`config.mk`:
```
export PLATFORM = sky130hd
export DESIGN_NAME = cfgkey_ctrl
export DESIGN_NICKNAME = d
export VERILOG_FILES = /design/src/rtl/cfgkey_pkg.sv /design/src/rtl/cfgkey_unlock.sv /design/src/rtl/cfgkey_regfile.sv /design/src/rtl/cfgkey_ctrl.sv
export SDC_FILE = /design/constraint.sdc
export NUM_CORES = 1
export LEC_CHECK = 0
export ABC_AREA = 0
export CORE_UTILIZATION = 47
export DETAILED_ROUTE_END_ITERATION = 6
export DONT_BUFFER_PORTS = 1
export RECOVER_POWER = 50
export SLEW_MARGIN = 20
export SYNTH_ARGS = -nofsm -noshare
export SYNTH_HDL_FRONTEND = slang
export SYNTH_SLANG_ARGS = --single-unit
```
`constraint.sdc`:
```
create_clock -name clk -period 1.9 [get_ports clk]
set_clock_uncertainty 0.05 [all_clocks]
set_input_delay 0.19 -clock clk [delete_from_list [all_inputs] [get_ports clk]]
set_output_delay 0.19 -clock clk [all_outputs]
set_load 0.02 [all_outputs]
```
`src/rtl/cfgkey_pkg.sv`:
```
package cfgkey_pkg;

  localparam int BYTE_W = 8;
  localparam int NREG   = 3;

  localparam logic [BYTE_W-1:0] KEY_MAIN = 8'h55;
  localparam logic [BYTE_W-1:0] KEY_ALT  = 8'h44;
  localparam logic [BYTE_W-1:0] EXIT_KEY = 8'hAA;
  localparam logic [BYTE_W-1:0] LOCK_RD  = 8'hFF;

  typedef enum logic [1:0] {
    ST_LOCKED = 2'd0,
    ST_ARMED  = 2'd1,
    ST_OPEN   = 2'd2
  } unlock_st_t;

  typedef logic [NREG-1:0][BYTE_W-1:0] reg_bank_t;

  function automatic logic [BYTE_W-1:0] key_for(input bit alt);
    return alt ? KEY_ALT : KEY_MAIN;
  endfunction

  // Slot table: register number, writable/readable mask, reset value.
  function automatic logic [BYTE_W-1:0] slot_num(input int i);
    case (i)
      0:       return 8'h01;
      1:       return 8'h04;
      default: return 8'h0A;
    endcase
  endfunction

  function automatic logic [BYTE_W-1:0] slot_mask(input int i);
    case (i)
      0:       return 8'h1F;
      1:       return 8'h43;
      default: return 8'h0F;
    endcase
  endfunction

  function automatic logic [BYTE_W-1:0] slot_dflt(input int i);
    case (i)
      0:       return 8'h1F;
      1:       return 8'h00;
      default: return 8'h00;
    endcase
  endfunction

endpackage

```
`src/rtl/cfgkey_unlock.sv`:
```
module cfgkey_unlock
  import cfgkey_pkg::*;
#(
  parameter bit ALT_VARIANT = 1'b0
) (
  input  logic              clk,
  input  logic              rst_n,
  input  logic              idx_we,
  input  logic [BYTE_W-1:0] wdata,
  output logic              open,
  output logic [BYTE_W-1:0] sel_idx
);

  localparam logic [BYTE_W-1:0] KEY = key_for(ALT_VARIANT);

  unlock_st_t st_q, st_d;
  logic [BYTE_W-1:0] idx_q, idx_d;

  always_comb begin
    st_d  = st_q;
    idx_d = idx_q;
    if (idx_we) begin
      unique case (st_q)
        ST_LOCKED: if (wdata == KEY) st_d = ST_ARMED;
        ST_ARMED:  st_d = (wdata == KEY) ? ST_OPEN : ST_LOCKED;
        ST_OPEN: begin
          if (wdata == EXIT_KEY) begin
            st_d  = ST_LOCKED;
            idx_d = '0;
          end else begin
            idx_d = wdata;
          end
        end
        default:   st_d = ST_LOCKED;
      endcase
    end
  end

  always_ff @(posedge clk) begin
    if (!rst_n) begin
      st_q  <= ST_LOCKED;
      idx_q <= '0;
    end else begin
      st_q  <= st_d;
      idx_q <= idx_d;
    end
  end

  assign open    = (st_q == ST_OPEN);
  assign sel_idx = idx_q;

endmodule

```
`src/rtl/cfgkey_regfile.sv`:
```
module cfgkey_regfile
  import cfgkey_pkg::*;
(
  input  logic              clk,
  input  logic              rst_n,
  input  logic              we,
  input  logic [BYTE_W-1:0] sel_idx,
  input  logic [BYTE_W-1:0] wdata,
  output logic [BYTE_W-1:0] sel_val,
  output reg_bank_t         bank
);

  logic [NREG-1:0]             hit;
  logic [NREG-1:0][BYTE_W-1:0] masked;

  for (genvar g = 0; g < NREG; g++) begin : g_slot
    localparam logic [BYTE_W-1:0] NUM  = slot_num(g);
    localparam logic [BYTE_W-1:0] MASK = slot_mask(g);
    localparam logic [BYTE_W-1:0] DFLT = slot_dflt(g);

    logic [BYTE_W-1:0] val_q;

    assign hit[g] = (sel_idx == NUM);

    always_ff @(posedge clk) begin
      if (!rst_n)              val_q <= DFLT;
      else if (we && hit[g])   val_q <= wdata & MASK;
    end

    assign bank[g]   = val_q;
    assign masked[g] = hit[g] ? val_q : '0;
  end

  always_comb begin
    sel_val = '0;
    for (int i = 0; i < NREG; i++) sel_val = sel_val | masked[i];
  end

endmodule

```
`src/rtl/cfgkey_ctrl.sv`:
```
module cfgkey_ctrl
  import cfgkey_pkg::*;
#(
  parameter bit ALT_VARIANT = 1'b0
) (
  input  logic       clk,
  input  logic       rst_n,
  input  logic       io_wr,
  input  logic       io_rd,
  input  logic       io_port,
  input  logic [7:0] io_wdata,
  output logic [7:0] io_rdata,
  output logic       cfg_open,
  output logic [1:0] par_base_sel,
  output logic       par_power,
  output logic       spp_only,
  output logic       irq_act_high,
  output logic [1:0] ext_mode,
  output logic       epp_legacy,
  output logic [3:0] fifo_thresh
);

  logic              open;
  logic [BYTE_W-1:0] sel_idx;
  logic [BYTE_W-1:0] sel_val;
  reg_bank_t         bank;

  cfgkey_unlock #(.ALT_VARIANT(ALT_VARIANT)) u_unlock (
    .clk     (clk),
    .rst_n   (rst_n),
    .idx_we  (io_wr && !io_port),
    .wdata   (io_wdata),
    .open    (open),
    .sel_idx (sel_idx)
  );

  cfgkey_regfile u_regs (
    .clk     (clk),
    .rst_n   (rst_n),
    .we      (io_wr && io_port && open),
    .sel_idx (sel_idx),
    .wdata   (io_wdata),
    .sel_val (sel_val),
    .bank    (bank)
  );

  always_comb begin
    if (!io_rd)        io_rdata = '0;
    else if (!open)    io_rdata = LOCK_RD;
    else if (io_port)  io_rdata = sel_val;
    else               io_rdata = sel_idx;
  end

  assign cfg_open     = open;
  assign par_base_sel = bank[0][1:0];
  assign par_power    = bank[0][2];
  assign spp_only     = bank[0][3];
  assign irq_act_high = bank[0][4];
  assign ext_mode     = bank[1][1:0];
  assign epp_legacy   = bank[1][6];
  assign fifo_thresh  = bank[2][3:0];

endmodule

```
==> impl_metrics.csv <==
group,metric,value,unit
cts,cts_root_buffer,"clkbuf_4",
die,rows,18,
sta,hold_slack,0.0254,ns
logic_synthesis,syn_avg_cell_area,8.29,µm²
power_and_ir_drop,p_int,0.604,mW
cts,cts.reportedPaths.clkPinSlew,0.12,ns
placed_design,io_buffers,0,
cts,cts_made_buffers,3,
setup_path,r2r_start,"u_unlock.sel_idx[4]$_SDFFE_PN0P_",
setup_path,required,1.66,ns
finish,layout-drive-gt1-share,0.173,
job,max-cap-violations,0,
placed_design,gp_congestion,0.811,
finish,area_growth,19.0,%
setup_path,reg2reg_slack,0.28,ns
power_and_ir_drop,p_sw_frac,0.242,
die,coreArea,2520,µm²
die,io_pins,34,
setup_path,cp-start-kind,"register",
power_and_ir_drop,powerDensity,528,nW/µm²
sta,maxSlewViolCount,0,
cts,cts_tree,"yes",
setup_path,crit_fanout,8,
power_and_ir_drop,p_switching,0.193,mW
grt,grt_usage,0.306,
logic_synthesis,ys_seq_area_frac,0.347,
cts,cts_sinks,22,
die,die_h,54.0,µm
grt,grt-ovfl-total,0,
detailed_routing,wl_per_cell,20.1,µm
detailed_routing,viasPerCell,6.99,
setup_path,critPathCaptureType,"output port",
setup_path,r2r_end,"u_regs.g_slot[0].val_q[1]$_SDFFE_PN1P_",
status,status,"complete, but fails checks",
grt,grt_max_degree,21,
logic_synthesis,ys_types,34,
sta,finalCriticalPeriod,1.93,ns
detailed_routing,drt_wl_total,3980,µm
sta,relSlewSlack,0.650,
cts,clk_latency,0.32,ns
setup_path,crit_type,"reg2out",
hold_path,holdPathEnd,"u_unlock.sel_idx[1]$_SDFFE_PN0P_",
placed_design,dp_hpwl,2670,µm
logic_synthesis,synthCells,153,
sta,setup_viol,3,
grt,grt_pass1_wl,6190,µm
cts,htree_levels,1,
die,initial_core_util,0.503,
detailed_routing,first_pass_iters,4,
hold_path,hold_depth,2,
sta,hold_viol,0,
setup_path,critPathArrivalTime,1.69,ns
logic_synthesis,ys_ff_latch,22,
setup_path,reg2reg_depth,3,
detailed_routing,drc_errors,0,
power_and_ir_drop,p_seq_frac,0.573,
detailed_routing,drtIter0Drc,81,
sta,fin_crit_sh,1.02,
grt,grt_pass1_vias,1280,
logic_synthesis,yosys_warnings,0,
hold_path,hp-start,"io_wdata[1]",
status,violations,"setup timing",
logic_synthesis,synth_area,1270,µm²
power_and_ir_drop,ir_worst_vdd,430,µV
hold_path,worstHoldPathType,"in2reg",
finish,diodes,0,
sta,fmax,517,MHz
detailed_routing,postRouteAntennaNets,0,
setup_path,crit_start,"u_unlock.sel_idx[1]$_SDFFE_PN0P_",
power_and_ir_drop,combPwrFrac,0.088,
power_and_ir_drop,pwr-share-clk,0.339,
grt,antenna_found_initial,0,
die,die-width,54.0,µm
cts,clock_path_buffers,2,
placed_design,pre_cts_slack,0.163,ns
power_and_ir_drop,leakage,0.472,nW
sta,finalWorstSetupSlack,-0.0334,ns
die,die_area,2910,µm²
detailed_routing,vias,1385,
logic_synthesis,synth_fp_nets,166,
sta,rsz0062_at_grt,"true",
finish,nets,182,
sta,worst_pin_slew,0.522,ns
## power groups by stage
stage          sequential, mW  combinational [mW]  clock, mW
6_report                0.457              0.0703      0.270
3_3_place_gp            0.472              0.0477          0
4_1_cts                 0.458              0.0697      0.279
2_1_floorplan           0.471              0.0354          0
5_1_grt                 0.457              0.0754      0.295
3_5_place_dp            0.472              0.0481          0
## flip-flops by register name (all words and copies together) (netlist names)
name                 count
u_regs.g_slot.val_q     12
u_unlock.sel_idx         8
u_unlock.st_q            2
## metrics by stage
stage | cells | instance area (µm²) | util | total power, mW | TNS [ns]
2_1_floorplan | 153 | 1270 | - | 0.507 | 0
3_3_place_gp | 184 | 1340 | 0.533 | 0.519 | 0
3_5_place_dp | 184 | 1340 | 0.533 | 0.520 | 0
4_1_cts | 197 | 1500 | 0.595 | 0.807 | -0.0551
5_1_grt | 198 | 1510 | 0.599 | 0.827 | -0.680
6_report | 198 | 1510 | 0.599 | 0.797 | -0.0493
## cell families (layout without fill, tap and decap cells)
family,after synthesis,count (layout),share of synthesized area
simple gates,60,60,0.332
compound gates,55,55,0.254
flops,22,22,0.347
buf+inv,16,31,0.0661
## worst max path at each step
stage                     slack [ns]          end  depth (start not counted)
final                          -0.03  io_rdata[3]                          5
after global placement          0.26  io_rdata[3]                          5
after global routing           -0.14  io_rdata[3]                          5
after floorplan                 0.17  io_rdata[2]                          4
after detailed placement        0.16  io_rdata[3]                          5
after CTS                      -0.03  io_rdata[3]                          5
## worst max-delay path, cell delays in order, from the launching register on
cell	delay, ns
dfxtp_4	0.42
nor4bb_4	0.29
buf_4	0.20
nand4_1	0.10
a31oi_1	0.20
buf_4	0.17
## cell type report
class | count | area, µm²
clock buffers | 4 | 36.3
fillers | 232 | 1010
inverters | 4 | 15.0
multi-input cells | 115 | 771
flip-flops and latches | 22 | 455
well taps | 30 | 37.5
repair buffers | 23 | 195
## synthesized netlist by cell type
| library cell | count | area (µm²) |
|---|---|---|
| nand2_1 | 14 | 52.6 |
| nand4bb_1 | 3 | 33.8 |
| dfxtp_1 | 22 | 440 |
| nor4b_4 | 1 | 23.8 |
| nand2b_1 | 2 | 12.5 |
| nor4bb_1 | 3 | 30.0 |
| clkbuf_1 | 4 | 15.0 |
| a31oi_1 | 12 | 75.1 |
| buf_6 | 1 | 11.3 |
| and3b_1 | 1 | 8.76 |
| a21oi_1 | 24 | 120 |
| and4b_1 | 1 | 10.0 |
| buf_1 | 1 | 3.75 |
| clkinv_1 | 1 | 3.75 |
| nor2_1 | 2 | 7.51 |
| inv_1 | 3 | 11.3 |
| o211ai_1 | 4 | 30.0 |
| nand3_1 | 4 | 20.0 |
| nor4b_1 | 1 | 8.76 |
| nand3b_1 | 1 | 7.51 |
| o21ai_0 | 1 | 5.00 |
| or4b_1 | 2 | 20.0 |
| dlygate4sd1_1 | 1 | 8.76 |
| nand4_1 | 14 | 87.6 |
| or4bb_1 | 1 | 11.3 |
| o21ai_1 | 5 | 25.0 |
| buf_2 | 3 | 15.0 |
| nor4b_2 | 1 | 15.0 |
| or4_4 | 1 | 11.3 |
| nand4b_1 | 2 | 17.5 |
| buf_4 | 2 | 15.0 |
| nor4_2 | 1 | 12.5 |
| nor4_1 | 5 | 31.3 |
| o31ai_1 | 9 | 67.6 |
## timing repair
action                                 4_1_cts  5_1_grt
setup endpoints to repair                    6        7
endpoints found under the hold margin       19        0
hold buffers                                 9        0
gates resized for setup                     11        2
buffers inserted                             0        1
pin swaps                                    2        1
## layout by cell type, fill, tap and decap left out, drive strengths merged, types with 4 or more instances in the layout
| cell type | count |
|---|---|
| o31ai | 9 |
| nor4 | 6 |
| a21oi | 24 |
| nand4 | 14 |
| clkbuf | 5 |
| dlygate4sd3 | 9 |
| a31oi | 12 |
| dfxtp | 22 |
| nand3 | 4 |
| nand2 | 14 |
| buf | 13 |
| o211ai | 4 |
| o21ai | 6 |
## routing by layer
metal,vias up,routed length (µm),part of all wire,GRT usage
li1,638,-,-,-
met1,655,1680,0.42,0.402
met2,74,1800,0.45,0.475
met3,18,321,0.081,0.0508
met4,0,178,0.045,0.158
met5,-,0,0,0
Power figures use the tool's default switching activity.
